**src/rtl/i2s_err_pkg.sv**
```systemverilog
// Package: flag positions and helper types for the I2S error unit.
// Assumes a five-flag status word; positions are the software-visible layout.
package i2s_err_pkg;
    localparam int NFLAG        = 5;
    localparam int FL_RXBLK     = 0;
    localparam int FL_FRAME     = 1;
    localparam int FL_UFL_START = 2;
    localparam int FL_UFL_MID   = 3;
    localparam int FL_OVF       = 4;
    // bits that a write-1 may clear
    localparam logic [NFLAG-1:0] W1C_MASK = 5'b11110;
    typedef logic [NFLAG-1:0] flag_vec_t;
endpackage

```
**src/rtl/i2s_err_rxblk.sv**
```systemverilog
// Module: counts receive DMA words per block and pulses an error when the
// count passes thr+1. Assumes rx_xfer is one pulse per word; the counter
// saturates, so a threshold at the counter maximum never trips.
module i2s_err_rxblk #(
    parameter int RC_W = 8
) (
    input  logic            clk,
    input  logic            rst_n,
    input  logic            sw_rst,
    input  logic            act,
    input  logic            xfer,
    input  logic            blk_done,
    input  logic [RC_W-1:0] thr,
    output logic            err_set
);
    localparam logic [RC_W-1:0] CNT_MAX = {RC_W{1'b1}};

    logic [RC_W-1:0] wcnt;
    logic            count_en;

    // Purpose: qualify a counted word.
    always_comb count_en = act && xfer;

    // Purpose: word count within the current block.
    always_ff @(posedge clk) begin
        if (!rst_n || sw_rst)
            wcnt <= '0;
        else if (blk_done)
            wcnt <= '0;
        else if (count_en && wcnt != CNT_MAX)
            wcnt <= wcnt + 1'b1;
    end

    // Purpose: this word is number wcnt+1; fault when it exceeds thr+1.
    always_comb err_set = count_en && (wcnt > thr);
endmodule

```
**src/rtl/i2s_err_frame.sv**
```systemverilog
// Module: frame-sync timing checker for slave operation.
// Free-running: a down-counter is reloaded with len-1 at each sync and counts
// bit ticks; a tick at zero with no sync is a fault. Triggered: a sync while
// the engine is still shifting is a fault. Assumes len >= 1 and that a sync
// which arrives on time comes with its bit tick.
module i2s_err_frame #(
    parameter int FL_W = 8
) (
    input  logic            clk,
    input  logic            rst_n,
    input  logic            sw_rst,
    input  logic            slave,
    input  logic            free_run,
    input  logic [FL_W-1:0] frame_len,
    input  logic            fs,
    input  logic            tick,
    input  logic            active,
    output logic            err_set
);
    logic [FL_W-1:0] rem;
    logic            armed;
    logic [FL_W-1:0] reload;
    logic            late_err;
    logic            early_err;

    // Purpose: reload value, guarded against a zero length.
    always_comb reload = (frame_len == '0) ? '0 : frame_len - 1'b1;

    // Purpose: detect a due tick with no sync and a sync during an active frame.
    always_comb begin
        late_err  = slave && free_run && armed && tick && !fs && (rem == '0);
        early_err = slave && !free_run && fs && active;
        err_set   = late_err || early_err;
    end

    // Purpose: bit-tick distance to the next expected sync.
    always_ff @(posedge clk) begin
        if (!rst_n || sw_rst) begin
            rem   <= '0;
            armed <= 1'b0;
        end else if (fs) begin
            rem   <= reload;
            armed <= 1'b1;
        end else if (late_err) begin
            armed <= 1'b0;
        end else if (tick && rem != '0) begin
            rem <= rem - 1'b1;
        end
    end
endmodule

```
**src/rtl/i2s_err_txmon.sv**
```systemverilog
// Module: gates transmit FIFO strobes and spots underflow and overflow.
// The first word request at or after a sync is the frame-start read; an
// empty FIFO there blocks reads until the next sync. Assumes tx_empty and
// tx_full are valid in the cycle of the strobe.
module i2s_err_txmon (
    input  logic clk,
    input  logic rst_n,
    input  logic sw_rst,
    input  logic fs,
    input  logic word_req,
    input  logic empty,
    input  logic full,
    input  logic wr,
    output logic fifo_rd,
    output logic fifo_wr,
    output logic start_ufl,
    output logic mid_ufl,
    output logic ovf
);
    logic start_pend;
    logic rd_block;
    logic req_first;
    logic req_mid;

    // Purpose: classify the request and derive strobes and fault pulses.
    always_comb begin
        req_first = word_req && (fs || start_pend);
        req_mid   = word_req && !(fs || start_pend) && !rd_block;
        start_ufl = req_first && empty;
        mid_ufl   = req_mid && empty;
        fifo_rd   = (req_first || req_mid) && !empty;
        ovf       = wr && full;
        fifo_wr   = wr && !full;
    end

    // Purpose: remember a pending first read and a frame-long read block.
    always_ff @(posedge clk) begin
        if (!rst_n || sw_rst) begin
            start_pend <= 1'b0;
            rd_block   <= 1'b0;
        end else begin
            if (fs)
                start_pend <= !word_req;
            else if (word_req)
                start_pend <= 1'b0;
            if (start_ufl)
                rd_block <= 1'b1;
            else if (fs)
                rd_block <= 1'b0;
        end
    end
endmodule

```
**src/rtl/i2s_err_flags.sv**
```systemverilog
// Module: bank of sticky flags. Software reset clears all; a write-1 clears
// a bit only where W1C allows; a set event in the same cycle wins.
module i2s_err_flags #(
    parameter int               N   = 5,
    parameter logic [N-1:0]     W1C = '1
) (
    input  logic         clk,
    input  logic         rst_n,
    input  logic         sw_rst,
    input  logic [N-1:0] set,
    input  logic         clr_we,
    input  logic [N-1:0] clr_data,
    output logic [N-1:0] flags
);
    for (genvar i = 0; i < N; i++) begin : g_flag
        logic clr_i;
        // Purpose: a clear request for this bit.
        always_comb clr_i = clr_we && clr_data[i] && W1C[i];
        // Purpose: sticky bit with set priority over clear.
        always_ff @(posedge clk) begin
            if (!rst_n || sw_rst)
                flags[i] <= 1'b0;
            else if (set[i])
                flags[i] <= 1'b1;
            else if (clr_i)
                flags[i] <= 1'b0;
        end
    end
endmodule

```
**src/rtl/i2s_err_unit.sv**
```systemverilog
// Module: top of the I2S error status and interrupt unit. Wires the receive
// block checker, the frame timing checker and the transmit monitor into the
// sticky flag bank and builds the masked interrupt and the DMA stop.
module i2s_err_unit
    import i2s_err_pkg::*;
#(
    parameter int FL_W = 8,
    parameter int RC_W = 8
) (
    input  logic             clk,
    input  logic             rst_n,
    input  logic             sw_rst,
    input  logic             cfg_slave,
    input  logic             cfg_free_run,
    input  logic [FL_W-1:0]  cfg_frame_len,
    input  logic [RC_W-1:0]  cfg_rx_thr,
    input  logic             fs_pulse,
    input  logic             bit_tick,
    input  logic             frm_active,
    input  logic             tx_word_req,
    input  logic             tx_empty,
    input  logic             tx_full,
    input  logic             tx_wr,
    output logic             tx_fifo_rd,
    output logic             tx_fifo_wr,
    input  logic             rx_dma_act,
    input  logic             rx_xfer,
    input  logic             rx_blk_done,
    output logic             rx_dma_stop,
    input  logic [NFLAG-1:0] irq_mask,
    input  logic             clr_we,
    input  logic [NFLAG-1:0] clr_data,
    output logic [NFLAG-1:0] status,
    output logic             irq
);
    logic      rxblk_set;
    logic      frame_set;
    logic      ufl_start_set;
    logic      ufl_mid_set;
    logic      ovf_set;
    flag_vec_t set_vec;

    i2s_err_rxblk #(.RC_W(RC_W)) u_rxblk (
        .clk(clk), .rst_n(rst_n), .sw_rst(sw_rst),
        .act(rx_dma_act), .xfer(rx_xfer), .blk_done(rx_blk_done),
        .thr(cfg_rx_thr), .err_set(rxblk_set)
    );

    i2s_err_frame #(.FL_W(FL_W)) u_frame (
        .clk(clk), .rst_n(rst_n), .sw_rst(sw_rst),
        .slave(cfg_slave), .free_run(cfg_free_run), .frame_len(cfg_frame_len),
        .fs(fs_pulse), .tick(bit_tick), .active(frm_active),
        .err_set(frame_set)
    );

    i2s_err_txmon u_txmon (
        .clk(clk), .rst_n(rst_n), .sw_rst(sw_rst),
        .fs(fs_pulse), .word_req(tx_word_req), .empty(tx_empty),
        .full(tx_full), .wr(tx_wr),
        .fifo_rd(tx_fifo_rd), .fifo_wr(tx_fifo_wr),
        .start_ufl(ufl_start_set), .mid_ufl(ufl_mid_set), .ovf(ovf_set)
    );

    // Purpose: gather set pulses into status layout.
    always_comb begin
        set_vec               = '0;
        set_vec[FL_RXBLK]     = rxblk_set;
        set_vec[FL_FRAME]     = frame_set;
        set_vec[FL_UFL_START] = ufl_start_set;
        set_vec[FL_UFL_MID]   = ufl_mid_set;
        set_vec[FL_OVF]       = ovf_set;
    end

    i2s_err_flags #(.N(NFLAG), .W1C(W1C_MASK)) u_flags (
        .clk(clk), .rst_n(rst_n), .sw_rst(sw_rst),
        .set(set_vec), .clr_we(clr_we), .clr_data(clr_data),
        .flags(status)
    );

    // Purpose: masked interrupt and DMA stop request.
    always_comb begin
        irq         = |(status & ~irq_mask);
        rx_dma_stop = status[FL_RXBLK];
    end
endmodule

```
**config.mk**
```make
export PLATFORM = sky130hd
export DESIGN_NAME = i2s_err_unit
export DESIGN_NICKNAME = d
export VERILOG_FILES = /design/src/rtl/i2s_err_pkg.sv /design/src/rtl/i2s_err_rxblk.sv /design/src/rtl/i2s_err_frame.sv /design/src/rtl/i2s_err_txmon.sv /design/src/rtl/i2s_err_flags.sv /design/src/rtl/i2s_err_unit.sv
export SDC_FILE = /design/constraint.sdc
export NUM_CORES = 1
export LEC_CHECK = 0
export BUFFER_PORTS_ARGS = -buffer_cell sky130_fd_sc_hd__buf_2
export CAP_MARGIN = 20
export CORE_MARGIN = 3
export CORE_UTILIZATION = 50
export CTS_CLUSTER_SIZE = 28
export DETAILED_ROUTE_END_ITERATION = 16
export PLACE_DENSITY = 0.76
export SLEW_MARGIN = 15
export SYNTH_ARGS = -nofsm -noshare
export SYNTH_HDL_FRONTEND = slang
export SYNTH_HIERARCHICAL = 1
export SYNTH_SLANG_ARGS = --single-unit
```
**constraint.sdc**
```tcl
create_clock -name clk -period 2.1 [get_ports clk]
set_clock_uncertainty 0.15 [all_clocks]
set_input_delay 0.21 -clock clk [delete_from_list [all_inputs] [get_ports clk]]
set_output_delay 0.21 -clock clk [all_outputs]
set_load 0.005 [all_outputs]
```
==> results of run 1 <==
worst register-to-register path: cells and delay by family (launching register included):
kind / cells / cell delay, ps
AOI/OAI and AO/OA: 1 / 270
adders and majority gates: 1 / 130
buffers and inverters: 1 / 70
DFF: 1 / 350
and+or+nand+nor: 5 / 970
placed cells by master (no fill, tap or decap), types with 2 or more instances in the layout:
cell type / count
nand4_1: 5
xnor2_1: 2
a211oi_1: 5
nand2b_1: 6
a21oi_1: 14
nor2_1: 16
dfxtp_2: 2
buf_2: 49
nor3_1: 6
nand4b_1: 2
o31ai_1: 4
inv_1: 26
o21a_1: 4
nor2b_1: 3
o22ai_1: 2
clkbuf_4: 3
a311oi_1: 4
o22a_1: 2
dlygate4sd3_1: 9
a31oi_1: 3
or4_4: 2
buf_4: 8
ha_1: 12
o211ai_1: 3
nor4_1: 3
o21ai_0: 11
mux2i_1: 4
nor3b_1: 2
nand3_1: 5
dfxtp_1: 22
or3_1: 4
nand2_1: 11
and4_1: 2
inv_2: 2
per-stage QoR:
stage          cell area [sq um]  std cells  power, mW  setup TNS [ps]   util
2_1_floorplan               1730        219      0.632               0      -
3_3_place_gp                2040        311      0.723               0  0.642
3_5_place_dp                2040        311      0.727               0  0.642
4_1_cts                     2180        324       1.07               0  0.687
5_1_grt                     2240        327       1.15            -106  0.705
6_report                    2240        327       1.09               0  0.705
timing repair:
item | 4_1_cts | 5_1_grt
endpoints found under the setup margin | 0 | 3
buffers inserted | 0 | 3
hold buffers | 9 | 0
gates resized for setup | 0 | 11
hold endpoints to repair | 5 | 0
state kept, by name, summed over array words and instances, names as in the netlist:
signal	count
u_txmon/start_pend	1
u_frame/armed	1
u_flags/flags	5
u_rxblk/wcnt	8
u_txmon/rd_block	1
u_frame/rem	8
worst min-delay path by stage:
stage | to | slack (ps) | cells past startpoint
after floorplan | u_txmon/start_pend | 140 | 1
after global placement | u_flags/flags[3] | 260 | 2
after detailed placement | u_flags/flags[4] | 270 | 2
after CTS | u_flags/flags[0] | 50 | 3
after global routing | u_flags/flags[0] | 60 | 3
final | u_rxblk/wcnt[5] | 60 | 4
layout make-up:
type	count	area share
multi-input cells	161	0.513
well taps	44	0.0246
clock buffers	3	0.0101
repair buffers	66	0.177
clock inverters	1	0.0134
flip-flops and latches	24	0.216
inverters	28	0.0469
power by group:
| group | leakage, nW | switching [mW] | internal, mW | total (mW) |
|---|---|---|---|---|
| clock | 0.0279 | 0.138 | 0.193 | 0.331 |
| sequential | 0.196 | 0.0130 | 0.469 | 0.482 |
| combinational | 0.762 | 0.133 | 0.140 | 0.273 |
| total | 0.986 | 0.283 | 0.803 | 1.09 |
metal layers:
layer  routed length [microns]  track usage  vias up
li1                          -            -      935
met1                      1910        0.263      802
met2                      1900        0.351       76
met3                       326       0.0433        8
met4                        61       0.0475        0
met5                         0            0        -
cells by family after synthesis:
family / count (synthesis) / share of synthesized area
compound gates: 62 / 0.243
xor+xnor: 2 / 0.0101
fa+ha+maj: 13 / 0.0941
buf+inv: 34 / 0.0767
flops: 24 / 0.278
mux: 4 / 0.0232
simple gates: 80 / 0.275
==> impl_metrics.tcl, run 1 <==
set metrics [dict create \
    hold_viol 0 \
    cp_num_buf_inv 4 \
    dpl_worst_slack_ps 31.9 \
    crit_arrival_ps 2220 \
    dr.pass1.iters 4 \
    slew_headroom 0.665 \
    dpl.hpwl_microns 3080 \
    die_h_microns 64.8 \
    synthDistinctLibCells 52 \
    drc 0 \
    worstPathRequired_ps 2230 \
    port-buffer-count 49 \
    synth.most_common_cell "inv_1" \
    num_rows 20 \
    rr_endpoint "u_flags/flags[1]" \
    regToRegSetupSlack_ps 90 \
    die_x_microns 64.8 \
    worstHoldStart "rx_blk_done" \
    path_max_fanout 4 \
    ys_warn_count 6 \
    clk_latency_ps 320 \
    cp_top_family "buffers and inverters" \
    clock-sinks 24 \
    antenna_cells 0 \
    netlist_instances 219 \
    fin_crit_sh 0.998 \
    crit_path_max_incr_delay_ps 580 \
    cp-endpoint "u_flags/flags[3]" \
    setup_slack_ps 4.00 \
    grt_max_degree 22 \
    grt_pass1_vias 1643 \
    rsz0062_at_grt "yes" \
    layout.nets 339 \
    grt_usage 0.205 \
    hold_path.class "input pin to flop" \
    whs_ps 61.7 \
    grt_first_pass_wirelength_microns 7000 \
    min_period_ps 2100 \
    seq_area_sq_um 483 \
    h-tree-depth 1 \
    clock_path_buffers 2 \
    synth_edf_count 0 \
    cts_buffers 3 \
    antenna_found_initial 0 \
    core_area_sq_um 3180 \
    yosysTopAreaCell "dfxtp_1" \
    first_iter_violations 91 \
    ios 51 \
    startpoint "tx_word_req" \
    ant_nets 0 \
    syn_avg_cell_area_sq_um 7.90 \
    crit_top_cell "dlygate4sd3_1" \
    start_kind "input pin" \
    async_flop_share 0 \
    rr_startpoint "u_frame/rem[0]" \
    worst-slew-pin-transition_ps 501 \
    crit_path_top_delay_cell "dlygate4sd3_1" \
    fmax_mhz 477 \
    vias_per_cell 5.57 \
    globalplace.congestion 0.785 \
    maxCapViolations 0 \
    status "finished clean" \
    yosysSeqAreaShare 0.278 \
    syn-cell-area_sq_um 1730 \
    initial_core_util 0.544 \
    synthTopCellsByCount "28 x inv_1, 24 x dfxtp_1, 17 x nor2_1, 14 x a21oi_1, 13 x ha_1" \
    path_clk_slew_ps 140 \
    cts_tree "done" \
    synth_top_area_frac 0.278 \
    synth.area.top_cells "dfxtp_1 28%, ha_1 9.4%, inv_1 6.1%" \
    power_density_nw_per_um2 485 \
    critical_path_class "input pin to flop" \
    fill_cells 281 \
    vias 1821 \
    drive_gt1_frac 0.283 \
    rr_worst_depth 8 \
    leakage_nw 0.986 \
    multi_input_area_sq_um 1150 \
    finalWirelength_microns 4190 \
    finalSetupViolCount 0 \
    clock-root-buffer "clkbuf_4" \
    synthesis.nets 274 \
    grt_overflow 0 \
    wl_per_cell_microns 12.8 \
    worst_setup_path_end_kind "flop" \
    fp.dieArea_sq_um 4200 \
    crit_cells 7 \
    area_growth_syn_to_layout_pct 29.5 \
    ys_dominant_reg_cell "dfxtp_1" \
    crit_chain "dlygate4sd3_1 -> buf_2 -> nand2_1 -> nor4_1 -> inv_1 -> a311oi_1 -> dlygate4sd3_1" \
    vdd_drop_max_uv 371 \
    maxSlewViolCount 0 \
    ys_ff_latch 24 \
]
Note: power is estimated with default switching activity, not from simulation.
==> inputs of run 2 (changes only) <==
- CTS_BUF_LIST: not set -> sky130_fd_sc_hd__clkbuf_16
- GPL_ROUTABILITY_DRIVEN: not set -> 0
==> impl_metrics.tcl, run 2 (synthesis results as in run 1) <==
set metrics [dict create \
    fmax_mhz 504 \
    min_period_ps 1980 \
    crit_chain "inv_2 -> ha_2 -> nor4b_4 -> buf_4 -> or4_2 -> o21ai_0 -> o21a_1" \
    grt_pass1_vias 1589 \
    p_clk_frac 0.419 \
    grt_max_degree 22 \
    core_area_sq_um 3180 \
    area_growth_syn_to_layout_pct 27.9 \
    h-tree-depth 1 \
    vias 1757 \
    slew_headroom 0.678 \
    leakage_nw 0.968 \
    p_seq_frac 0.377 \
    drc 0 \
    start_kind "flop" \
    crit_path_max_incr_delay_ps 590 \
    cts_buffers 3 \
    dr.pass1.iters 4 \
    first_iter_violations 83 \
    finalCoreUtilization 0.696 \
    hold_viol 0 \
    grt_first_pass_wirelength_microns 6860 \
    crit_arrival_ps 2040 \
    layout.nets 332 \
    worst-slew-pin-transition_ps 479 \
    port-buffer-count 49 \
    worstHoldStart "tx_word_req" \
    fp.dieArea_sq_um 4200 \
    final_common_cell "buf_2" \
    dpl.hpwl_microns 3080 \
    num_rows 20 \
    fill_cells 291 \
    grt_usage 0.201 \
    drive_gt1_frac 0.279 \
    initial_core_util 0.544 \
    clk_latency_ps 250 \
    fin_crit_sh 0.945 \
    ios 51 \
    clock-root-buffer "clkbuf_16" \
    rr_startpoint "u_frame/rem[1]" \
    grt_overflow 0 \
    power_switching_mw 0.298 \
    antenna_found_initial 0 \
    path_max_fanout 4 \
    clock-sinks 24 \
    worstPathRequired_ps 2150 \
    final_cell_mix "49 x buf_2, 26 x inv_1, 23 x dfxtp_1" \
    vias_per_cell 5.49 \
    maxCapViolations 0 \
    die_x_microns 64.8 \
    hold_path.class "input pin to flop" \
    power.internal_mw 0.978 \
    maxSlewViolCount 0 \
    status "finished clean" \
    ant_nets 0 \
    worst_setup_path_end_kind "flop" \
    power_density_nw_per_um2 577 \
    rsz0062_at_grt "no" \
    finalSetupViolCount 0 \
    fin_setup_tns_ps 0 \
    rr_worst_depth 7 \
    startpoint "u_frame/rem[1]" \
    combPwrFrac 0.204 \
    die_h_microns 64.8 \
    clock_path_buffers 2 \
    holdPathStages 2 \
    antenna_cells 0 \
    finalWirelength_microns 4060 \
    vdd_drop_max_uv 506 \
    swShare 0.234 \
    top_regs "u_frame/rem x8, u_rxblk/wcnt x8, u_flags/flags x5" \
    wl_per_cell_microns 12.7 \
    crit_path_top_delay_cell "or4_2" \
    critical_path_class "flop to flop" \
    cts_tree "done" \
    path_clk_slew_ps 60 \
]
run 2: final cells by class:
type                    instances  area (sq um)  area share
clock inverters                 1          30.0      0.0136
multi-input cells             161          1140       0.514
inverters                      28           105      0.0475
well taps                      44          55.1      0.0249
clock buffers                   3          75.1      0.0340
flip-flops and latches         24           482       0.218
repair buffers                 59           328       0.148
run 2: path summary, 6_finish.rpt:
path	end	slack, ps
worst min-delay path	u_txmon/start_pend	9
worst max register to register	u_frame/rem[4]	120
worst min register to register	u_flags/flags[2]	350
worst max-delay path	u_frame/rem[4]	120
run 2: power groups by stage:
stage	combinational, mW	clock [mW]	sequential [mW]
floorplan	0.144	0	0.488
global placement	0.232	0	0.491
detailed placement	0.236	0	0.491
CTS	0.249	0.544	0.481
global route	0.293	0.563	0.484
finish	0.260	0.535	0.482
run 2: metrics by stage:
stage	hold WS, ps	cells	setup WS, ps	total power, mW	area (sq um)
6_report	8.99	320	116	1.28	2210
5_1_grt	21.3	320	9.34	1.34	2210
4_1_cts	4.78	319	17.3	1.27	2180
3_5_place_dp	271	311	31.9	0.727	2040
3_3_place_gp	259	311	83.1	0.723	2040
2_1_floorplan	139	219	147	0.632	1730
run 2: critical path: cells and delay by family (launching register included):
family / cells / cell delay (ps)
AO/OA/AOI/OAI: 2 / 330
flip-flops: 1 / 350
adder cells (fa/ha/maj): 1 / 180
buffers and inverters: 2 / 200
AND/OR/NAND/NOR: 2 / 720
run 2: metal layers:
layer  part of all wire  GRT usage  vias to the layer above
li1                   -          -                      923
met1               0.49      0.266                      781
met2               0.44      0.332                       51
met3              0.065     0.0485                        2
met4             0.0034     0.0396                        0
met5                  0          0                        -
run 2: timing repair:
action                                  4_1_cts  5_1_grt
hold endpoints to repair                      3        0
setup buffers                                 1        1
hold buffers                                  3        0
gates resized for setup                       0        8
pin swaps                                     0        3
endpoints found under the setup margin        1        3
